**src/rtl/bsr_pkg.sv**
```systemverilog
package bsr_pkg;
  typedef enum logic [1:0] {
    SYM_DATA = 2'd0,
    SYM_BS   = 2'd1,
    SYM_SR   = 2'd2
  } sym_code_e;
endpackage

```
**src/rtl/bsr_idle_gen.sv**
```systemverilog
module bsr_idle_gen #(
  parameter int IDLE_W = 16
) (
  input  logic              clk,
  input  logic              rst_n,
  input  logic              step,
  input  logic              video_active,
  input  logic              bs_req,
  input  logic [IDLE_W-1:0] interval,
  output logic              bs_evt
);
  localparam logic [IDLE_W:0] ONE = {{IDLE_W{1'b0}}, 1'b1};

  logic [IDLE_W-1:0] idle_cnt;
  logic [IDLE_W:0]   cnt_next;
  logic              idle_due;

  always_comb begin
    cnt_next = {1'b0, idle_cnt} + ONE;
    idle_due = !video_active && (cnt_next >= {1'b0, interval});
    bs_evt   = bs_req || idle_due;
  end

  always_ff @(posedge clk) begin
    if (!rst_n) begin
      idle_cnt <= '0;
    end else if (step) begin
      if (video_active || bs_evt) idle_cnt <= '0;
      else                        idle_cnt <= cnt_next[IDLE_W-1:0];
    end
  end


  idle_hold_chk: assert property (@(posedge clk) disable iff (!rst_n)
    video_active && step |=> idle_cnt == '0);
endmodule

```
**src/rtl/bsr_swap_ctl.sv**
```systemverilog
module bsr_swap_ctl #(
  parameter int CNT_W  = 9,
  parameter int LOAD_W = 8
) (
  input  logic              clk,
  input  logic              rst_n,
  input  logic              step,
  input  logic [CNT_W-1:0]  swap_count,
  input  logic [LOAD_W-1:0] load_count,
  input  logic              load_start,
  output logic              make_sr,
  output logic              armed
);
  localparam logic [CNT_W-1:0]  C_ONE = {{(CNT_W-1){1'b0}}, 1'b1};
  localparam logic [LOAD_W-1:0] L_ONE = {{(LOAD_W-1){1'b0}}, 1'b1};

  logic [CNT_W-1:0]  bs_cnt;
  logic [LOAD_W-1:0] os_cnt;
  logic              per_due;
  logic              os_due;

  always_comb begin
    per_due = bs_cnt >= swap_count;
    os_due  = armed && (os_cnt >= load_count);
    make_sr = per_due || os_due;
  end

  always_ff @(posedge clk) begin
    if (!rst_n) begin
      bs_cnt <= '0;
    end else if (step) begin
      bs_cnt <= make_sr ? '0 : bs_cnt + C_ONE;
    end
  end

  always_ff @(posedge clk) begin
    if (!rst_n) begin
      armed  <= 1'b0;
      os_cnt <= '0;
    end else if (load_start) begin
      armed  <= 1'b1;
      os_cnt <= '0;
    end else if (step && armed) begin
      if (os_due) armed  <= 1'b0;
      else        os_cnt <= os_cnt + L_ONE;
    end
  end


  arm_on_start_chk: assert property (@(posedge clk) disable iff (!rst_n)
    load_start |=> armed);


  disarm_only_on_bs_chk: assert property (@(posedge clk) disable iff (!rst_n)
    $fell(armed) |-> $past(step));


  zero_count_sr_chk: assert property (@(posedge clk) disable iff (!rst_n)
    step && swap_count == '0 |-> make_sr);
endmodule

```
**src/rtl/bsr_out_stage.sv**
```systemverilog
module bsr_out_stage
  import bsr_pkg::*;
(
  input  logic      clk,
  input  logic      rst_n,
  input  logic      in_valid,
  input  sym_code_e in_code,
  output logic      in_ready,
  output logic      out_valid,
  output sym_code_e out_code,
  input  logic      out_ready
);
  assign in_ready = !out_valid || out_ready;

  always_ff @(posedge clk) begin
    if (!rst_n) begin
      out_valid <= 1'b0;
      out_code  <= SYM_DATA;
    end else if (in_ready) begin
      out_valid <= in_valid;
      if (in_valid) out_code <= in_code;
    end
  end


  hold_on_stall_chk: assert property (@(posedge clk) disable iff (!rst_n)
    out_valid && !out_ready |=> out_valid && $stable(out_code));


  legal_code_chk: assert property (@(posedge clk) disable iff (!rst_n)
    out_valid |-> out_code != 2'd3);
endmodule

```
**src/rtl/bs_sr_swapper.sv**
```systemverilog
module bs_sr_swapper
  import bsr_pkg::*;
#(
  parameter int CNT_W  = 9,
  parameter int IDLE_W = 16,
  parameter int LOAD_W = 8
) (
  input  logic              clk,
  input  logic              rst_n,
  input  logic              video_active,
  input  logic              slot_valid,
  output logic              slot_ready,
  input  logic              slot_bs,
  input  logic [CNT_W-1:0]  swap_count,
  input  logic [IDLE_W-1:0] idle_interval,
  input  logic [LOAD_W-1:0] load_count,
  input  logic              load_start,
  output logic              sym_valid,
  input  logic              sym_ready,
  output logic [1:0]        sym_code,
  output logic              oneshot_armed
);
  logic      accept;
  logic      bs_evt;
  logic      make_sr;
  sym_code_e next_code;
  sym_code_e out_code;

  assign accept = slot_valid && slot_ready;

  bsr_idle_gen #(.IDLE_W(IDLE_W)) u_idle (
    .clk          (clk),
    .rst_n        (rst_n),
    .step         (accept),
    .video_active (video_active),
    .bs_req       (slot_bs),
    .interval     (idle_interval),
    .bs_evt       (bs_evt)
  );

  bsr_swap_ctl #(.CNT_W(CNT_W), .LOAD_W(LOAD_W)) u_swap (
    .clk        (clk),
    .rst_n      (rst_n),
    .step       (accept && bs_evt),
    .swap_count (swap_count),
    .load_count (load_count),
    .load_start (load_start),
    .make_sr    (make_sr),
    .armed      (oneshot_armed)
  );

  always_comb begin
    if (!bs_evt)      next_code = SYM_DATA;
    else if (make_sr) next_code = SYM_SR;
    else              next_code = SYM_BS;
  end

  bsr_out_stage u_out (
    .clk       (clk),
    .rst_n     (rst_n),
    .in_valid  (slot_valid),
    .in_code   (next_code),
    .in_ready  (slot_ready),
    .out_valid (sym_valid),
    .out_code  (out_code),
    .out_ready (sym_ready)
  );

  assign sym_code = out_code;


  stall_blocks_input_chk: assert property (@(posedge clk) disable iff (!rst_n)
    sym_valid && !sym_ready |-> !slot_ready);


  request_gives_bs_chk: assert property (@(posedge clk) disable iff (!rst_n)
    accept && slot_bs |=> sym_valid && sym_code != 2'd0);
endmodule

```
**config.mk**
```make
export PLATFORM = sky130hd
export DESIGN_NAME = bs_sr_swapper
export DESIGN_NICKNAME = d
export VERILOG_FILES = /design/src/rtl/bsr_pkg.sv /design/src/rtl/bsr_idle_gen.sv /design/src/rtl/bsr_swap_ctl.sv /design/src/rtl/bsr_out_stage.sv /design/src/rtl/bs_sr_swapper.sv
export SDC_FILE = /design/constraint.sdc
export NUM_CORES = 1
export LEC_CHECK = 0
export BUFFER_PORTS_ARGS = -buffer_cell sky130_fd_sc_hd__buf_2
export CAP_MARGIN = 20
export CORE_ASPECT_RATIO = 0.9
export CORE_UTILIZATION = 55
export CTS_BUF_LIST = sky130_fd_sc_hd__clkbuf_8
export CTS_CLUSTER_DIAMETER = 100
export DETAILED_ROUTE_END_ITERATION = 12
export PLACE_DENSITY = 0.78
export SETUP_SLACK_MARGIN = 0.4
export SLEW_MARGIN = 30
export SYNTH_ARGS = -nofsm -noshare
export SYNTH_HDL_FRONTEND = slang
export SYNTH_SLANG_ARGS = --single-unit
```
**constraint.sdc**
```tcl
create_clock -name clk -period 3.9 [get_ports clk]
set_input_delay 0.195 -clock clk [delete_from_list [all_inputs] [get_ports clk]]
set_output_delay 0.195 -clock clk [all_outputs]
set_load 0.005 [all_outputs]
```
; Yosys cells after proc, flatten, opt, wreduce, memory -nomap -nowiden
; Index checks and enable logic that the tools add are counted.
[word_totals]
out_inout_bits = 5
inputBits = 40
ff_bits = 37
word_cells = 38
[op_classes]
muxes = 7
magnitude_cmp = 3
bitwise_logic = 2
n_addsub = 3
n_reduce_logical = 17
[ops]
columns = operator, count
row1 = $add A16 B1 Y17 const B, 1
row2 = $ge A17 B16 Y1, 1
row3 = $mux W16, 1
row4 = $add A9 B1 Y9 const B, 1
row5 = $ge A9 B9 Y1, 1
row6 = $mux W9, 1
row7 = $add A8 B1 Y8 const B, 1
row8 = $ge A8 B8 Y1, 1
row9 = $reduce_and A2 Y1, 3
row10 = $logic_and A1 B1 Y1, 5
row11 = $logic_or A1 B1 Y1, 4
row12 = $mux W2, 2
row13 = $reduce_bool A2 Y1, 2
row14 = $mux W1, 3
row15 = $logic_not A1 Y1, 2
row16 = $not A1 Y1, 2
row17 = $reduce_or A2 Y1, 1

; Depth between registers and ports, before layout
[logic_depth]
ltp_word = 8
ltp_mapped = 16
mapped_depth_nobuf = 13

; By module
; Synthesis repeated with hierarchy kept, for this count alone.
[unflattened]
hier_cells = 364
area_unflattened_um2 = 2842.7
[modules_own_cells]
columns = module, area_per_inst_um2, cells_each, instances, seq_area_each_um2
row1 = bsr_idle_gen, 1421.4, 186, 1, 320.3
row2 = bsr_swap_ctl, 1261.2, 161, 1, 360.3
row3 = bsr_out_stage, 131.4, 13, 1, 60.1
row4 = bs_sr_swapper, 28.8, 4, 1, 0.0

; Worst setup path after synthesis
; Ideal clock, no wire load.
[synth_timing]
kind = register to register
from = register u_idle.idle_cnt[2]
to = register u_swap.os_cnt[6]
required_ns = 3.785
synth_period_minus_slack_ns = 3.551
setup_ns = 0.115
t_arrival_ns = 3.437
path_slack_ns = 0.349
stages_incl_launch_ff = 17
path_buffers = 3
path_cell_list = dfxtp_1 and3_1 clkbuf_1 and3_1 clkbuf_1 nand2_1 or3_1 xnor2_1 ha_1 o21ai_0 o22ai_1 o22ai_1 a211oi_2 o211ai_2 buf_2 o31a_1 o21a_1
[synth_via]
elab_chain_len = 7
[synth_lines]
columns = item, line
row1 = start: declaration, bsr_idle_gen.sv:14  ; logic [IDLE_W-1:0] idle_cnt;
row2 = start signal: assignment, bsr_idle_gen.sv:29  ; else idle_cnt <= cnt_next[IDLE_W-1:0];
row3 = $add A16 B1 Y17, bsr_idle_gen.sv:19  ; cnt_next = {1'b0, idle_cnt} + ONE;
row4 = $ge A17 B16 Y1, bsr_idle_gen.sv:20  ; idle_due = !video_active && (cnt_next >= {1'b0, interval});
row5 = $logic_and A1 B1 Y1, bsr_idle_gen.sv:20
row6 = $logic_or A1 B1 Y1, bsr_idle_gen.sv:21  ; bs_evt = bs_req || idle_due;
row7 = $logic_and A1 B1 Y1, bs_sr_swapper.sv:44  ; .step (accept && bs_evt),
row8 = $logic_and A1 B1 Y1, bsr_swap_ctl.sv:43  ; end else if (step && armed) begin
row9 = $reduce_and A2 Y1 (no line), n/a
row10 = end signal: assignment, bsr_swap_ctl.sv:45  ; else os_cnt <= os_cnt + L_ONE;
row11 = end: declaration, bsr_swap_ctl.sv:18  ; logic [LOAD_W-1:0] os_cnt;
; Every way passes these cells.
; A chain may end at the register's enable or synchronous reset.

; Worst setup path in the final report
[layout_timing]
from = register u_idle.idle_cnt[0]
to = register u_swap.bs_cnt[0]
[layout_via]
elab_chain_len = 5
[layout_lines]
columns = item, line
row1 = $add A16 B1 Y17, bsr_idle_gen.sv:19
row2 = $ge A17 B16 Y1, bsr_idle_gen.sv:20
row3 = $logic_and A1 B1 Y1, bsr_idle_gen.sv:20
row4 = $logic_or A1 B1 Y1, bsr_idle_gen.sv:21
row5 = $logic_and A1 B1 Y1, bs_sr_swapper.sv:44
row6 = end signal: assignment, bsr_swap_ctl.sv:32  ; bs_cnt <= make_sr ? '0 : bs_cnt + C_ONE;
row7 = end: declaration, bsr_swap_ctl.sv:17  ; logic [CNT_W-1:0] bs_cnt;
; Every way passes these cells.

==> impl_metrics.py <==
metrics = {
    "run_status": {
        "status": "finished, final reports clean",
    },
    "power_and_ir_drop": {
        "vdd_drop_max_v": 0.000154,
        "leakage_nw": 1.53,
        "p_per_area_mw_per_mm2": 226,
        "finalPower_uw": 746,
    },
    "finish": {
        "diodes": 0,
        "final_common_cell": "buf_2",
        "area_delta_synth_final_pct": 16.2,
        "drive_gt1_share_pct": 21.2,
        "fillers": 451,
        "mostFrequentLayoutCells": "buf_2 (44), inv_1 (40), ha_1 (36)",
        "nets": 490,
    },
    "yosys": {
        "netlist_top_cells_area": "dfxtp_1 (26%), ha_1 (16%), a21oi_1 (5.8%), inv_1 (5.2%), nand2_1 (4.5%)",
        "synth.avg_cell_area_um2": 7.78,
        "async_flop_share_pct": 0,
        "syn-num-nets": 441,
        "synth_top_area_share_pct": 26.1,
        "ys_warn_count": 0,
        "yosys.area.top_type": "dfxtp_1",
        "syn_inst": 365,
        "netlist_area_mm2": 0.00284,
        "ys_ff_latch": 37,
        "synth_seq_area_share_pct": 26.1,
        "synth_ff_type": "dfxtp_1",
        "synth-edff-count": 0,
        "ys_types": 56,
    },
    "setup_path": {
        "cp.required_ns": 4.09,
        "cp_slowest_cell": "dfxtp_2",
        "critPathBufInv": 2,
        "slowest_delay_ns": 0.36,
        "criticalPathCategory": "register to register",
        "start_kind": "register",
        "worst-endpoint-arrival_ns": 3.61,
        "endpoint_kind": "register",
        "path_cells": "ha_1 > and3_2 > nand3_1 > xnor2_1 > ha_1 > a211oi_1 > nor2_1 > o31ai_1 > a211oi_2 > buf_4 > buf_4 > o21a_2 > xnor2_1 > and3_1",
        "crit_family": "compound AO/OA/AOI/OAI gates",
        "cp_max_fo": 10,
    },
    "grt": {
        "grt_pass1_vias": 2489,
        "grt_pass1_wl_um": 10700,
        "track_usage_pct": 24.5,
        "grt_antenna_before_repair": 0,
        "grt_overflow": 0,
        "grt_max_degree": 29,
    },
    "clock_network": {
        "cts_buffers": 5,
        "clkTransAtPathRegs_ns": 0.08,
        "cts_tree": "yes",
        "root_buffer": "clkbuf_8",
        "cts_max_path_buffers": 2,
        "cts_sinks": 37,
        "clk_latency_ns": 0.29,
        "h-tree-depth": 2,
    },
    "sta": {
        "finalCritPeriodShare_pct": 87.8,
        "clock_skew_ns": 0.00571,
        "finalSetupViolCount": 0,
        "hold_viol": 0,
        "fmax_mhz": 292,
        "layout_min_cycle_time_ns": 3.42,
        "finalSetupTns_ns": 0,
        "finalWorstSetupSlack_ns": 0.478,
        "slew-limit-headroom_pct": 40.7,
        "worst_pin_slew_ns": 0.890,
        "rsz0062_at_grt": "true",
        "slew_viol_final": 0,
    },
    "route": {
        "wl_met3_um": 336,
        "met1_length_um": 3170,
        "avgRoutedWirePerCell_um": 14.0,
        "highest_layer": "met4",
        "drtAntennaViolNets": 0,
        "route.detailed.drc": 0,
        "firstDrtPassIters": 4,
        "drtIter0Drc": 118,
        "dr_wl_met2_um": 3140,
        "vias_per_cell": 5.73,
        "routed-via-count": 2749,
        "wl_um": 6700,
    },
    "floorplan": {
        "die-area_mm2": 0.00546,
        "io_pins": 45,
        "die_y_um": 70.2,
        "coreArea_mm2": 0.00489,
        "rows": 24,
        "die_width_um": 77.8,
        "start_util_pct": 58.0,
    },
    "placement": {
        "gp_congestion": 0.847,
        "io_buffers": 44,
        "dpl.hpwl_um": 4890,
        "post-place-ws_ns": 0.173,
    },
    "hold_path": {
        "hold_path_class": "primary input to register",
    },
    "job": {
        "maxCapViolCount": 0,
    },
}
[power breakdown]
group / switching (mW) / internal, mW / total (mW) / leakage (nW)
Combinational: 0.0586 / 0.0408 / 0.0994 / 1.17
Clock: 0.141 / 0.121 / 0.262 / 0.0491
Sequential: 0.00449 / 0.380 / 0.385 / 0.302
[cell usage after synthesis (4+ instances only)]
cell type	number
a21oi_1	33
a311oi_1	4
and3_1	9
buf_2	4
clkbuf_1	7
dfxtp_1	37
ha_1	36
inv_1	39
nand2_1	34
nand3_1	22
nand4_1	13
nor2_1	20
nor3_1	5
o21ai_0	18
o31ai_1	5
or4_1	4
xnor2_1	11
xor2_1	6
[repair_timing]
item	in CTS	in global routing
hold buffers	0	0
endpoints found under the hold margin	0	0
setup endpoints to repair	16	31
gates resized for setup	11	9
buffers inserted	0	8
pin swaps	2	10
[final timing paths]
path	from	to	slack [ns]	cells after the start
setup / recovery	u_idle.idle_cnt[0]$_SDFFE_PN0P_	u_swap.bs_cnt[0]$_SDFFE_PN0P_	0.48	14
hold / removal	slot_valid	u_out.out_valid$_SDFFE_PN0N_	0.16	3
setup reg to reg	u_idle.idle_cnt[0]$_SDFFE_PN0P_	u_swap.bs_cnt[0]$_SDFFE_PN0P_	0.48	14
hold reg to reg	u_out.out_code[1]$_SDFFE_PN0P_	u_out.out_code[1]$_SDFFE_PN0P_	0.47	2
[flip-flops by register name, indices dropped and copies added, names as in the netlist]
register and cells:
u_out.out_code 2, u_swap.os_cnt 8, u_out.out_valid 1, u_swap.armed 1
u_idle.idle_cnt 16, u_swap.bs_cnt 9
[logic make-up (layout without fill, tap and decap cells)]
group           count (synthesis)  in the layout  share of synthesized area [%]
simple gates                  131            131                           24.4
compound gates                 89             89                           20.4
buf+inv                        54            104                           7.71
flops                          37             37                           26.1
fa+ha+maj                      36             36                           15.9
xor+xnor                       17             17                           5.24
mux                             1              1                          0.352
[area by class of cell]
cell class | count | area, um^2 | share of cell area, %
clock inverter | 3 | 13.8 | 0.417
sequential | 37 | 752 | 22.8
tap | 65 | 81.3 | 2.46
multi-input combinational | 274 | 1920 | 58.3
timing repair buffer | 56 | 310 | 9.40
inverter | 40 | 150 | 4.55
clock buffer | 5 | 68.8 | 2.08
[tightest hold or removal path, cell delays in order]
cell and delay, ns:
buf_2 0.11, inv_1 0.05, a21oi_1 0.05
[per-layer routing]
metal	GRT usage [%]	vias up
met5	0	-
met4	6.08	0
met3	4.44	5
met2	43.1	81
met1	30.9	1247
li1	-	1416
[stage by stage]
stage	instance area, um^2	utilization (%)	hold WS [ns]	instances
3_5_place_dp	3100	63.4	0.450	464
5_1_grt	3300	67.4	0.166	480
6_report	3300	67.4	0.157	480
3_3_place_gp	3100	63.4	0.442	464
2_1_floorplan	2840	-	0.324	365
4_1_cts	3210	65.6	0.151	472
Note: power is estimated with default switching activity, not from simulation.
